===== src/rtl/tfp_pkg.sv =====
package tfp_pkg;

   localparam int TAG_SOP  = 0;
   localparam int TAG_DATA = 1;
   localparam int TAG_EOP  = 2;

   typedef enum logic [1:0] {
      ST_IDLE   = 2'd0,
      ST_WAIT   = 2'd1,
      ST_STREAM = 2'd2,
      ST_PURGE  = 2'd3
   } state_e;

   typedef enum logic [1:0] {
      RES_OK       = 2'd0,
      RES_UNDERRUN = 2'd1,
      RES_DECERR   = 2'd2
   } result_e;

   typedef struct packed {
      logic [6:0] ep;
      logic [6:0] addr;
      logic [1:0] speed;
      logic [1:0] xfer;
      logic [1:0] toggle;
      logic [3:0] pid;
   } cmd_t;

endpackage


===== src/rtl/tfp_cmd_decode.sv =====
module tfp_cmd_decode
   import tfp_pkg::*;
#(
   parameter int TAG_W     = 4,
   parameter int CHECK_PID = 1
) (
   input  logic [TAG_W-1:0] tag,
   input  logic [13:0]      hi_bits,
   input  logic [9:0]       lo_bits,
   output cmd_t             cmd,
   output logic             is_cmd
);

   logic tag_is_sop;

   always_comb begin
      cmd.ep     = hi_bits[13:7];
      cmd.addr   = hi_bits[6:0];
      cmd.speed  = lo_bits[9:8];
      cmd.xfer   = lo_bits[7:6];
      cmd.toggle = lo_bits[5:4];
      cmd.pid    = lo_bits[3:0];
   end

   assign tag_is_sop = (tag == TAG_W'(TAG_SOP));

   generate
      if (CHECK_PID != 0) begin : g_pid_check
         assign is_cmd = tag_is_sop && (lo_bits[3:0] != 4'h0);
      end else begin : g_tag_only
         assign is_cmd = tag_is_sop;
      end
   endgenerate

endmodule


===== src/rtl/tfp_wait_timer.sv =====
module tfp_wait_timer #(
   parameter int LIMIT = 16
) (
   input  logic clk,
   input  logic rst_n,
   input  logic run,
   output logic expired
);

   localparam int CW = $clog2(LIMIT + 1);

   generate
      if (LIMIT < 2) begin : g_bad_limit
         $error("tfp_wait_timer: LIMIT must be at least 2");
      end
   endgenerate

   logic [CW-1:0] cnt;

   always_ff @(posedge clk) begin
      if (!rst_n) begin
         cnt <= '0;
      end else if (!run) begin
         cnt <= '0;
      end else if (cnt != CW'(LIMIT - 1)) begin
         cnt <= cnt + 1'b1;
      end
   end

   assign expired = run && (cnt == CW'(LIMIT - 1));

   AST_TMR_CLEARS: assert property (@(posedge clk) disable iff (!rst_n)
      !run |=> (cnt == '0 && !expired));

endmodule


===== src/rtl/tfp_engine.sv =====
module tfp_engine
   import tfp_pkg::*;
#(
   parameter int TAG_W      = 4,
   parameter int DATA_W     = 32,
   parameter int WAIT_LIMIT = 16,
   parameter int CHECK_PID  = 1
) (
   input  logic                    clk,
   input  logic                    rst_n,
   input  logic                    run_req,
   input  logic                    abort_req,
   input  logic                    fifo_empty,
   input  logic [TAG_W+DATA_W-1:0] fifo_rdata,
   output logic                    fifo_pop,
   output logic                    cmd_valid,
   output logic [6:0]              cmd_addr,
   output logic [6:0]              cmd_ep,
   output logic [1:0]              cmd_speed,
   output logic [1:0]              cmd_type,
   output logic [1:0]              cmd_toggle,
   output logic [3:0]              cmd_pid,
   output logic                    data_valid,
   output logic [DATA_W-1:0]       data_out,
   output logic                    done,
   output logic [1:0]              done_code
);

   localparam int WORD_W = TAG_W + DATA_W;

   generate
      if (DATA_W < 30) begin : g_bad_data_w
         $error("tfp_engine: DATA_W must hold the command fields (>= 30)");
      end
      if (TAG_W < 2) begin : g_bad_tag_w
         $error("tfp_engine: TAG_W must encode three tags (>= 2)");
      end
   endgenerate

   state_e          st, st_nxt;
   logic [TAG_W-1:0] head_tag;
   cmd_t            head_cmd, cmd_q;
   logic            head_is_cmd;
   logic            tmr_run, tmr_exp;
   logic            ld_cmd, ld_data, fin;
   result_e         fin_code, code_q;

   assign head_tag = fifo_rdata[WORD_W-1 -: TAG_W];

   tfp_cmd_decode #(
      .TAG_W     (TAG_W),
      .CHECK_PID (CHECK_PID)
   ) u_dec (
      .tag     (head_tag),
      .hi_bits (fifo_rdata[29:16]),
      .lo_bits (fifo_rdata[9:0]),
      .cmd     (head_cmd),
      .is_cmd  (head_is_cmd)
   );

   assign tmr_run = (st == ST_WAIT) && fifo_empty;

   tfp_wait_timer #(
      .LIMIT (WAIT_LIMIT)
   ) u_tmr (
      .clk     (clk),
      .rst_n   (rst_n),
      .run     (tmr_run),
      .expired (tmr_exp)
   );

   always_comb begin
      st_nxt   = st;
      fifo_pop = 1'b0;
      ld_cmd   = 1'b0;
      ld_data  = 1'b0;
      fin      = 1'b0;
      fin_code = RES_OK;
      unique case (st)
         ST_IDLE: begin
            if (run_req) st_nxt = ST_WAIT;
         end
         ST_WAIT: begin
            if (!fifo_empty) begin
               fifo_pop = 1'b1;
               if (head_is_cmd) begin
                  ld_cmd = 1'b1;
                  st_nxt = ST_STREAM;
               end else begin
                  fin      = 1'b1;
                  fin_code = RES_DECERR;
                  st_nxt   = ST_IDLE;
               end
            end else if (tmr_exp) begin
               fin      = 1'b1;
               fin_code = RES_DECERR;
               st_nxt   = ST_IDLE;
            end
         end
         ST_STREAM: begin
            if (abort_req) begin
               st_nxt = ST_PURGE;
            end else if (!fifo_empty) begin
               if (head_tag == TAG_W'(TAG_DATA)) begin
                  fifo_pop = 1'b1;
                  ld_data  = 1'b1;
               end else if (head_tag == TAG_W'(TAG_EOP)) begin
                  fifo_pop = 1'b1;
                  fin      = 1'b1;
                  fin_code = RES_OK;
                  st_nxt   = ST_IDLE;
               end else begin
                  st_nxt = ST_PURGE;
               end
            end
         end
         ST_PURGE: begin
            if (fifo_empty || head_tag == TAG_W'(TAG_SOP)) begin
               fin      = 1'b1;
               fin_code = RES_UNDERRUN;
               st_nxt   = ST_IDLE;
            end else begin
               fifo_pop = 1'b1;
            end
         end
         default: st_nxt = ST_IDLE;
      endcase
   end

   always_ff @(posedge clk) begin
      if (!rst_n) begin
         st         <= ST_IDLE;
         cmd_valid  <= 1'b0;
         data_valid <= 1'b0;
         done       <= 1'b0;
         cmd_q      <= '0;
         code_q     <= RES_OK;
         data_out   <= '0;
      end else begin
         st         <= st_nxt;
         cmd_valid  <= ld_cmd;
         data_valid <= ld_data;
         done       <= fin;
         if (ld_cmd)  cmd_q    <= head_cmd;
         if (ld_data) data_out <= fifo_rdata[DATA_W-1:0];
         if (fin)     code_q   <= fin_code;
      end
   end

   assign cmd_addr   = cmd_q.addr;
   assign cmd_ep     = cmd_q.ep;
   assign cmd_speed  = cmd_q.speed;
   assign cmd_type   = cmd_q.xfer;
   assign cmd_toggle = cmd_q.toggle;
   assign cmd_pid    = cmd_q.pid;
   assign done_code  = code_q;

   AST_DONE_ONE_CYCLE: assert property (@(posedge clk) disable iff (!rst_n)
      done |=> !done);
   AST_CODE_LEGAL: assert property (@(posedge clk) disable iff (!rst_n)
      done |-> (done_code != 2'd3));
   AST_CMD_ONE_CYCLE: assert property (@(posedge clk) disable iff (!rst_n)
      cmd_valid |=> !cmd_valid);
   AST_NO_POP_EMPTY: assert property (@(posedge clk) disable iff (!rst_n)
      fifo_pop |-> !fifo_empty);
   AST_KEEP_SOP: assert property (@(posedge clk) disable iff (!rst_n)
      (st == ST_PURGE && !fifo_empty && head_tag == TAG_W'(TAG_SOP)) |-> !fifo_pop);
   AST_NO_EARLY_TMO: assert property (@(posedge clk) disable iff (!rst_n)
      (st == ST_WAIT && fifo_empty && !tmr_exp) |=> !done);
   AST_IDLE_QUIET: assert property (@(posedge clk) disable iff (!rst_n)
      (st == ST_IDLE) |-> !fifo_pop);
   AST_ABORT_STOPS_DATA: assert property (@(posedge clk) disable iff (!rst_n)
      (st == ST_STREAM && abort_req) |=> !data_valid);

endmodule


===== config.mk =====
export PLATFORM = sky130hd
export DESIGN_NAME = tfp_engine
export DESIGN_NICKNAME = d
export VERILOG_FILES = /design/src/rtl/tfp_pkg.sv /design/src/rtl/tfp_cmd_decode.sv /design/src/rtl/tfp_wait_timer.sv /design/src/rtl/tfp_engine.sv
export SDC_FILE = /design/constraint.sdc
export NUM_CORES = 1
export LEC_CHECK = 0
export ABC_AREA = 1
export BUFFER_PORTS_ARGS = -buffer_cell sky130_fd_sc_hd__buf_2
export CAP_MARGIN = 20
export CORE_UTILIZATION = 40
export CTS_CLUSTER_SIZE = 25
export DETAILED_ROUTE_END_ITERATION = 12
export PLACE_DENSITY = 0.81
export SYNTH_ARGS = -nofsm -noshare
export SYNTH_HDL_FRONTEND = slang
export SYNTH_SLANG_ARGS = --single-unit
export TNS_END_PERCENT = 30

===== constraint.sdc =====
create_clock -name clk -period 1.42 [get_ports clk]
set_clock_uncertainty 0.1 [all_clocks]
set_input_delay 0.142 -clock clk [delete_from_list [all_inputs] [get_ports clk]]
set_output_delay 0.142 -clock clk [all_outputs]
set_load 0.03 [all_outputs]

==> Word-level counts from Yosys, hierarchy flattened <==
Cells that the tools add are included.
{ "word_totals": {"out_inout_bits": 62, "romBits": 0, "regBits": 68, "ramBits": 0, "wordCells": 72, "n_memories": 0, "latch_bits": 0, "in_bits": 41} }
{ "classes": {"n_shift": 0, "eq_ne": 12, "n_mul": 0, "addsub": 1, "magnitude_cmp": 0, "mux": 37, "n_reduce_logical": 9, "bitwise": 0, "div_mod_pow": 0} }
{ "op_table": {"columns": ["op", "count"], "rows": [
  ["2-bit two-way mux", 12],
  ["1-bit two-way mux", 21],
  ["3-bit inequality test, second input constant", 3],
  ["2-bit one-hot mux with 4 select lines", 1],
  ["1-bit one-hot mux with 3 select lines", 2],
  ["5-bit by 1-bit adder with 5-bit output, second input constant", 1],
  ["5-bit by 4-bit == test with 1-bit output, second input constant", 1],
  ["5-bit by 4-bit inequality test with 1-bit output, second input constant", 1],
  ["5-bit AND reduction", 1],
  ["2-bit == test, second input constant", 2],
  ["4-bit by 1-bit == test with 1-bit output, second input constant", 1],
  ["4-bit by 2-bit == test with 1-bit output, second input constant", 1],
  ["4-bit logical NOT", 1],
  ["2-bit inequality test, second input constant", 2],
  ["2-bit one-hot mux with 2 select lines", 1],
  ["4-bit nonzero test", 1],
  ["1-bit logical AND", 3],
  ["2-bit by 1-bit == test with 1-bit output, second input constant", 1],
  ["2-bit logical NOT", 1],
  ["2-bit AND reduction", 1],
  ["1-bit logical OR", 1]
]} }

==> Logic depth before layout (Yosys ltp) <==
Gate-level depths: netlist of run 1.
{ "depth": {"depth_word": 6, "mapped_depth": 10, "mapped_depth_nobuf": 10} }

==> Hierarchy <==
Synthesis of run 1 repeated with hierarchy kept, for this count alone.
{ "hier_totals": {"cells_unflattened": 382, "area_unflattened_um2": 2852.7} }
{ "modules_own_cells": {"columns": ["module", "cells_each", "area_per_inst_um2", "seq_area_each_um2", "n_inst"], "rows": [
  ["tfp_engine", 314, 2386.0, 1261.2, 1],
  ["tfp_wait_timer", 33, 242.7, 100.1, 1],
  ["tfp_cmd_decode", 35, 224.0, 0.0, 1]
]} }

==> Worst setup path before layout of run 1 <==
No wires, ideal clock.
{ "synth_timing": {"path_type": "register to register", "from": "register u_tmr.cnt[0]", "to": "register code_q[0], in the netlist done_code[0]", "path_slack_ns": -0.138, "path_stages_with_launch": 10, "arrival_time_ns": 1.337, "path_cell_list": "dfxtp_1 ha_1 inv_1 nor3_1 ha_1 inv_1 a21oi_1 nand2_1 nand3_1 a21oi_1"} }
{ "synth_between": {"elab_chain_cells": 5} }
{ "synth_rtl": {"columns": ["item", "line", "source"], "rows": [
  ["start, declared", "tfp_wait_timer.sv:18", "logic [CW-1:0] cnt;"],
  ["start signal, assigned", "tfp_wait_timer.sv:26", "cnt <= cnt + 1'b1;"],
  ["5-bit by 4-bit == test with 1-bit output", "tfp_wait_timer.sv:30", "assign expired = run && (cnt == CW'(LIMIT - 1));"],
  ["1-bit logical AND", "tfp_wait_timer.sv:30", null],
  ["1-bit two-way mux", "tfp_engine.sv:94", "end else if (tmr_exp) begin"],
  ["1-bit two-way mux", "tfp_engine.sv:84", "if (!fifo_empty) begin"],
  ["1-bit one-hot mux with 3 select lines", "tfp_engine.sv:79", "unique case (st)"],
  ["end signal, assigned", "tfp_engine.sv:146", "if (fin) code_q <= fin_code;"],
  ["end, declared", "tfp_engine.sv:46", "result_e fin_code, code_q;"]
]} }
No other way between the ends.
A chain may end at the register's enable or synchronous reset.

==> Final worst setup path of run 1 <==
{ "layout_timing": {"from": "register u_tmr.cnt[1]", "to": "register st[1]"} }
{ "layout_between": {"elab_chain_cells": 4} }
{ "layout_rtl": {"columns": ["item", "line", "source"], "rows": [
  ["5-bit by 4-bit == test with 1-bit output", "tfp_wait_timer.sv:30", null],
  ["1-bit logical AND", "tfp_wait_timer.sv:30", null],
  ["3-bit inequality test (no line)", null, null],
  ["5-bit AND reduction (no line)", null, null],
  ["end signal, assigned", "tfp_engine.sv:140", "st <= st_nxt;"],
  ["end, declared", "tfp_engine.sv:40", "state_e st, st_nxt;"]
]} }
No other way between the ends.

==> summary.txt, run 1 <==
Placed design
  – Port Buffer Count: 102
  – Placed insts: 530
  – Hpwl dp: 4.618 mm
  – GP Congestion: 0.7943
  – Setup slack at placement: -0.08876 ns

Final layout
  – Area Growth Syn to Fin: 58.07%
  – Nets: 543
  – Share of cells above drive strength 1: 41.55%
  – Layout Cells excl Fill: 580
  – Antenna cells: 0

Timing
  – Final Hold Viols: 0
  – RSZ-0062 raised after global routing: true
  – Slew Viols, Final: 0
  – WHS: 0.01609 ns
  – Fin crit share: 108.6%
  – Final setup fails: 13
  – Setup TNS: -0.6569 ns
  – Worst setup margin: -0.1226 ns
  – Slew HR: 74.11%
  – FMAX: 648.3 MHz
  – Final Critical Period: 1.543 ns
  – Worst-Margin Slew: 0.3883 ns

Outcome
  – Failing checks: setup timing
  – Status: finished, violations left

Clocking
  – Deepest level of the CTS H-tree: 3
  – Clock tree buffer depth: 2
  – TritonCTS clock tree: built
  – CTS sink cnt: 68
  – Cts bufs inserted: 9
  – Root Driver: clkbuf_8
  – Clk_lat worst skew: 0.33 ns
  – CTS clk-pin slew, worst paths: 0.07 ns

Global route
  – First-pass GRT wire length: 11.61 mm
  – Congestion Overflow GR: 0
  – Pin count of the biggest net entering global routing: 40
  – All-Layer GR Usage: 20.94%
  – Initial antenna violation count: 0
  – Vias in the first global route: 2,656

Worst setup path
  – WP buf/inv: 3
  – Crit path launch type: flop
  – Critical path arrival: 1.67 ns
  – Crit path max fanout: 3
  – Worst path most repeated cell: inv_2
  – Req. time, crit path: 1.55 ns
  – Crit path largest cell delay: 0.34 ns
  – Crit path kind: reg -> reg
  – CP endpoint kind: flop
  – Crit-path cells: ha_4, inv_2, nor3_4, ha_2, inv_2, nand3_1, nand2_1, inv_1, a21oi_1, nor2_1
  – CP top delay family: adder cells
  – Slowest cell on the critical path: dfxtp_2

Power
  – Sw frac: 23.86%
  – Net Sw Power: 0.0008924 W
  – Power Total: 0.003741 W
  – Power Density: 892.1 nW/um^2
  – Combinational share of power: 10.2%
  – Clock share of power: 38.2%
  – Int Pwr: 0.002848 W
  – Reg power frac: 51.6%
  – Worst vdd ir: 0.0007833 V
  – Leakage: 1.923 nW

Die
  – Starting Density: 41.54%
  – Row count: 29
  – Die ar.: 6961 sq um
  – Chip width: 83.44 um
  – CORE AREA: 6386 sq um
  – # IOs: 103
  – Chip height: 83.44 um

Hold path
  – Hold WC Path Type: in -> reg

Yosys
  – Synth Instances: 349
  – Yosys cell types: 19
  – Seq/Total Area, Yosys: 51.32%
  – Synth warn: 0
  – Synthesized cell area: 2653 sq um
  – Syn Area/Cell: 7.600 sq um
  – Mapped Nets: 392
  – #FFs+latches synth: 68

Flow run
  – Max cap viols: 0

Route
  – Routed Wire Length: 8.080 mm
  – DRT Pass-1 Iters: 4
  – DRC: 0
  – Vias per cell: 4.933
  – Violation count after the first detailed-routing iteration: 98
  – Detailed-route via count: 2,861
  – ANT nets after route: 0
  – WL per Instance: 13.93 um
==> layout by cell type, fill, tap and decap left out, types with 10 or more instances in the layout <==
cell type / synthesis / routed
a21oi_1: 41 / 31
a21oi_2: 0 / 10
buf_2: 0 / 101
buf_4: 1 / 19
clkbuf_8: 0 / 12
dfxtp_1: 68 / 64
dlygate4sd3_1: 0 / 28
inv_1: 54 / 50
nand2_1: 22 / 20
nor2_1: 64 / 61
o21ai_0: 53 / 24
o21ai_2: 0 / 28
==> worst register-to-register path, delay by kind of cell (launching register included) <==
| kind | cells | cell delay (ns) |
|---|---|---|
| fa+ha+maj | 2 | 0.37 |
| simple gates | 4 | 0.31 |
| buf+inv | 3 | 0.20 |
| compound gates | 1 | 0.13 |
| flops | 1 | 0.34 |
==> registers in the layout, summed over array words and instances (netlist names), 2 cells and up <==
name,cells
cmd_addr,7
cmd_ep,7
cmd_pid,4
cmd_speed,2
cmd_toggle,2
cmd_type,2
data_out,32
done_code,2
st,2
u_tmr.cnt,5
==> power by group through the flow <==
stage / clock network (W) / registers [W] / logic [W]
after floorplan: 0 / 0.00199 / 0.000116
after global placement: 0 / 0.00197 / 0.000251
after detailed placement: 0 / 0.00197 / 0.000258
after CTS: 0.00146 / 0.00193 / 0.000333
after global routing: 0.00154 / 0.00193 / 0.000416
final: 0.00143 / 0.00193 / 0.000381
==> cells in the mapped netlist <==
master / count / area (sq um)
a21oi_1: 41 / 205.2
buf_1: 1 / 3.750
buf_4: 1 / 7.510
buf_6: 6 / 67.56
clkbuf_1: 9 / 33.78
dfxtp_1: 68 / 1361
ha_1: 2 / 25.02
inv_1: 54 / 202.7
inv_2: 1 / 3.750
nand2_1: 22 / 82.58
nand3_1: 7 / 35.03
nand3_2: 2 / 20.02
nand3b_1: 1 / 7.510
nor2_1: 64 / 240.2
nor2_2: 3 / 18.77
nor3_1: 7 / 35.03
o21ai_0: 53 / 265.3
o21ai_1: 6 / 30.03
o21bai_1: 1 / 7.510
==> cell families (layout without fill, tap and decap cells) <==
group	count (synthesis)	after routing	share of synthesized area (%)
fa+ha+maj	2	2	0.9432
compound gates	101	101	19.15
simple gates	106	106	16.56
buf+inv	72	226	12.03
flops	68	68	51.32
==> per-layer routing <==
metal | vias to the layer above | wire length (um) | GRT usage, %
li1 | 1413 | - | -
met1 | 1334 | 3268 | 21.70
met3 | 17 | 352 | 4.175
met2 | 97 | 4249 | 39.34
met5 | - | 0 | 0
met4 | 0 | 210 | 11.25
==> per-stage QoR <==
stage,utilization [%],area [sq um]
after floorplan,-,2674
after global placement,52.43,3348
after detailed placement,52.43,3348
after CTS,60.87,3887
after global routing,65.65,4193
final,65.65,4193
==> repair_timing <==
action                                 4_1_cts  5_1_grt
hold buffers                                28        0
pin swaps                                    9        5
gates resized for setup                     36       59
setup buffers                                3        1
setup endpoints to repair                   46       63
cloned                                       0        4
endpoints found under the hold margin       41        0
==> cell type report <==
cell class / count / area [sq um]
clock buffer: 12 / 165.2
tap: 77 / 96.34
clock inverter: 2 / 10.01
timing repair buffer: 157 / 1127
fill: 510 / 2193
inverter: 55 / 206.4
multi-input combinational: 209 / 1221
sequential: 68 / 1366
==> final timing paths <==
check	startpoint	endpoint	slack, ns	depth (start not counted)
worst max-delay path	u_tmr.cnt[1]	st[1]	-0.12	10
worst min-delay path	fifo_rdata[1]	data_out[1]	0.02	3
worst max register to register	u_tmr.cnt[1]	st[1]	-0.12	10
worst min register to register	data_out[22]	data_out[22]	0.34	2
Note: power is estimated with default switching activity, not from simulation.
==> run 2: changes to the inputs <==
--- a/config.mk
+++ b/config.mk
@@ -8,10 +8,10 @@
 export ABC_AREA = 1
 export BUFFER_PORTS_ARGS = -buffer_cell sky130_fd_sc_hd__buf_2
 export CAP_MARGIN = 20
-export CORE_UTILIZATION = 40
+export CORE_UTILIZATION = 43
 export CTS_CLUSTER_SIZE = 25
 export DETAILED_ROUTE_END_ITERATION = 12
-export PLACE_DENSITY = 0.81
+export PLACE_DENSITY = 0.86
 export SYNTH_ARGS = -nofsm -noshare
 export SYNTH_HDL_FRONTEND = slang
 export SYNTH_SLANG_ARGS = --single-unit
==> run 2 against run 1 <==
Against the previous run:
- the run still ends with setup timing left
- final area up 1.3%
- critical path depth down 2
- first-iteration DRC count up 35%
- core utilization up 6.1 points
- cell count up 0.34%
- count of clock-buffer cells in the layout up 2
- critical endpoint is now done
==> summary.txt, run 2 (synthesis gave the netlist of run 1 again) <==
Timing
  – FMAX: 638.4 MHz (-1.5%)
  – Fin crit share: 110.3% (+1.7 points)
  – Slew HR: 78.52% (+4.4 points)
  – Setup TNS: -1.389 ns (-0.7321 ns)
  – Final Hold Viols: 0 (unchanged)
  – Worst-Margin Slew: 0.3219 ns (-0.06644 ns)
  – Final setup fails: 26 (+13)
  – Final Critical Period: 1.566 ns (+0.02383 ns)
  – RSZ-0062 raised after global routing: true
  – Worst setup margin: -0.1464 ns (-0.02383 ns)
  – Slew Viols, Final: 0 (unchanged)

Final layout
  – Reg area: 1370 sq um (+0.27%)
  – Fillers: 430 (-16%)
  – Nets: 546 (+0.55%)
  – Multi-input gate area: 1240 sq um (+1.5%)
  – Antenna cells: 0 (unchanged)
  – Fin area: 4247 sq um (+1.3%)
  – Area Growth Syn to Fin: 60.09%
  – Share of cells above drive strength 1: 41.62% (+0.067 points)
  – Layout Cells excl Fill: 582 (+0.34%)
  – Most common cell after layout, fill and taps aside: buf_2
  – Max FFs per register: 32 (unchanged)
  – Most frequent cells in the layout: buf_2, dfxtp_1, nor2_1
  – Biggest register: data_out

Die
  – # IOs: 103 (unchanged)
  – Die ar.: 6487 sq um (-6.8%)
  – Chip height: 80.54 um (-3.5%)
  – CORE AREA: 5921 sq um (-7.3%)
  – Row count: 28 (-3.4%)
  – Chip width: 80.54 um (-3.5%)
  – Starting Density: 44.80% (+3.3 points)

Clocking
  – TritonCTS clock tree: built
  – Clock tree buffer depth: 2 (unchanged)
  – Deepest level of the CTS H-tree: 3 (unchanged)
  – CTS clk-pin slew, worst paths: 0.07 ns (about the same)
  – CTS sink cnt: 68 (unchanged)
  – Root Driver: clkbuf_8
  – Cts bufs inserted: 9 (unchanged)
  – Clk_lat worst skew: 0.33 ns (about the same)

Hold path
  – Hold depth: 3 (unchanged)
  – Hold WC Path Type: in -> reg

Worst setup path
  – Req. time, crit path: 1.57 ns (+0.02 ns)
  – Crit path kind: reg -> reg
  – Worst Reg-to-Reg Cells: 8 (-2)
  – Crit path max fanout: 4 (+1)
  – CP endpoint kind: flop
  – Crit path launch type: flop
  – Critical path arrival: 1.72 ns (+0.05 ns)

Outcome
  – Failing checks: setup timing
  – Status: finished, violations left

Global route
  – First-pass GRT wire length: 10.68 mm (-8.0%)
  – Initial antenna violation count: 0 (unchanged)
  – Pin count of the biggest net entering global routing: 66 (+65%)
  – Congestion Overflow GR: 0 (unchanged)
  – All-Layer GR Usage: 21.80% (+0.86 points)
  – Vias in the first global route: 2,439 (-8.2%)

Route
  – DRT Pass-1 Iters: 4 (unchanged)
  – Routed Wire Length: 8.471 mm (+4.8%)
  – WL per Instance: 14.55 um (+4.5%)
  – Vias per cell: 4.981 (+0.98%)
  – DRC: 0 (unchanged)
  – Detailed-route via count: 2,899 (+1.3%)
  – Violation count after the first detailed-routing iteration: 132 (+35%)
  – ANT nets after route: 0 (unchanged)

Power
  – Leakage: 1.931 nW (+0.43%)
  – Worst vdd ir: 0.0005743 V (-27%)
  – Power Total: 0.003940 W (+5.3%)
  – Power Density: 927.8 nW/um^2 (+4.0%)

Placed design
  – Hpwl dp: 4.439 mm (-3.9%)
  – Port Buffer Count: 102 (unchanged)
  – Placed Area: 3336 sq um (-0.37%)
  – GP Congestion: 0.8254 (+3.9%)
  – Placed insts: 525 (-0.94%)
  – Setup slack at placement: -0.1380 ns (-0.04923 ns)

Flow run
  – Max cap viols: 0 (unchanged)
-- run 2: cell type report --
cell class              count  share of cell area [%]
clock buffers              14                   4.066
repair buffers            160                   26.58
inverters                  55                   4.979
flip-flops and latches     68                   32.26
well taps                  75                   2.210
clock inverters             1                  0.7071
multi-input cells         209                   29.20
-- run 2: where the power goes --
group	internal, W	switching, W	leakage [nW]
Combinational	0.000175	0.000208	1.28
Sequential	0.00192	0.00000993	0.551
Clock	0.000948	0.000677	0.103
-- run 2: through the flow --
step | hold slack [ns] | utilization [%]
after floorplan | 0.2067 | -
after detailed placement | 0.3125 | 56.34
after global routing | 0.006145 | 71.72
after CTS | 0.0009700 | 65.79
final | 0.001329 | 71.72
after global placement | 0.3048 | 56.34
-- run 2: critical path, cell delays in order, from the launching register on --
cell and delay, ns:
dfxtp_2 0.35, ha_4 0.15, inv_4 0.04, nor3_4 0.11, ha_2 0.22, inv_2 0.07, a21oi_2 0.15, nand2_2 0.10
a21oi_1 0.19
-- run 2: metal layers --
metal	routed length, um	up-vias	share of wire [%]	GRT usage (%)
li1	-	1422	-	-
met1	3423	1355	40	24.30
met2	4406	102	52	38.81
met3	438	20	5.2	5.568
met4	201	0	2.4	9.286
met5	0	-	0	0
-- run 2: repair_timing --
| action | in CTS | in global routing |
|---|---|---|
| cloned | 0 | 3 |
| endpoints found under the hold margin | 37 | 0 |
| pin swaps | 10 | 15 |
| hold buffers | 29 | 0 |
| gates resized for setup | 17 | 80 |
| endpoints found under the setup margin | 31 | 67 |
| setup buffers | 3 | 7 |
-- run 2: final timing paths --
path	from	slack, ns	to
hold reg to reg	data_out[7]	0.34	data_out[7]
hold / removal	fifo_rdata[21]	0.001	data_out[21]
setup / recovery	u_tmr.cnt[0]	-0.15	done
setup reg to reg	u_tmr.cnt[0]	-0.15	done
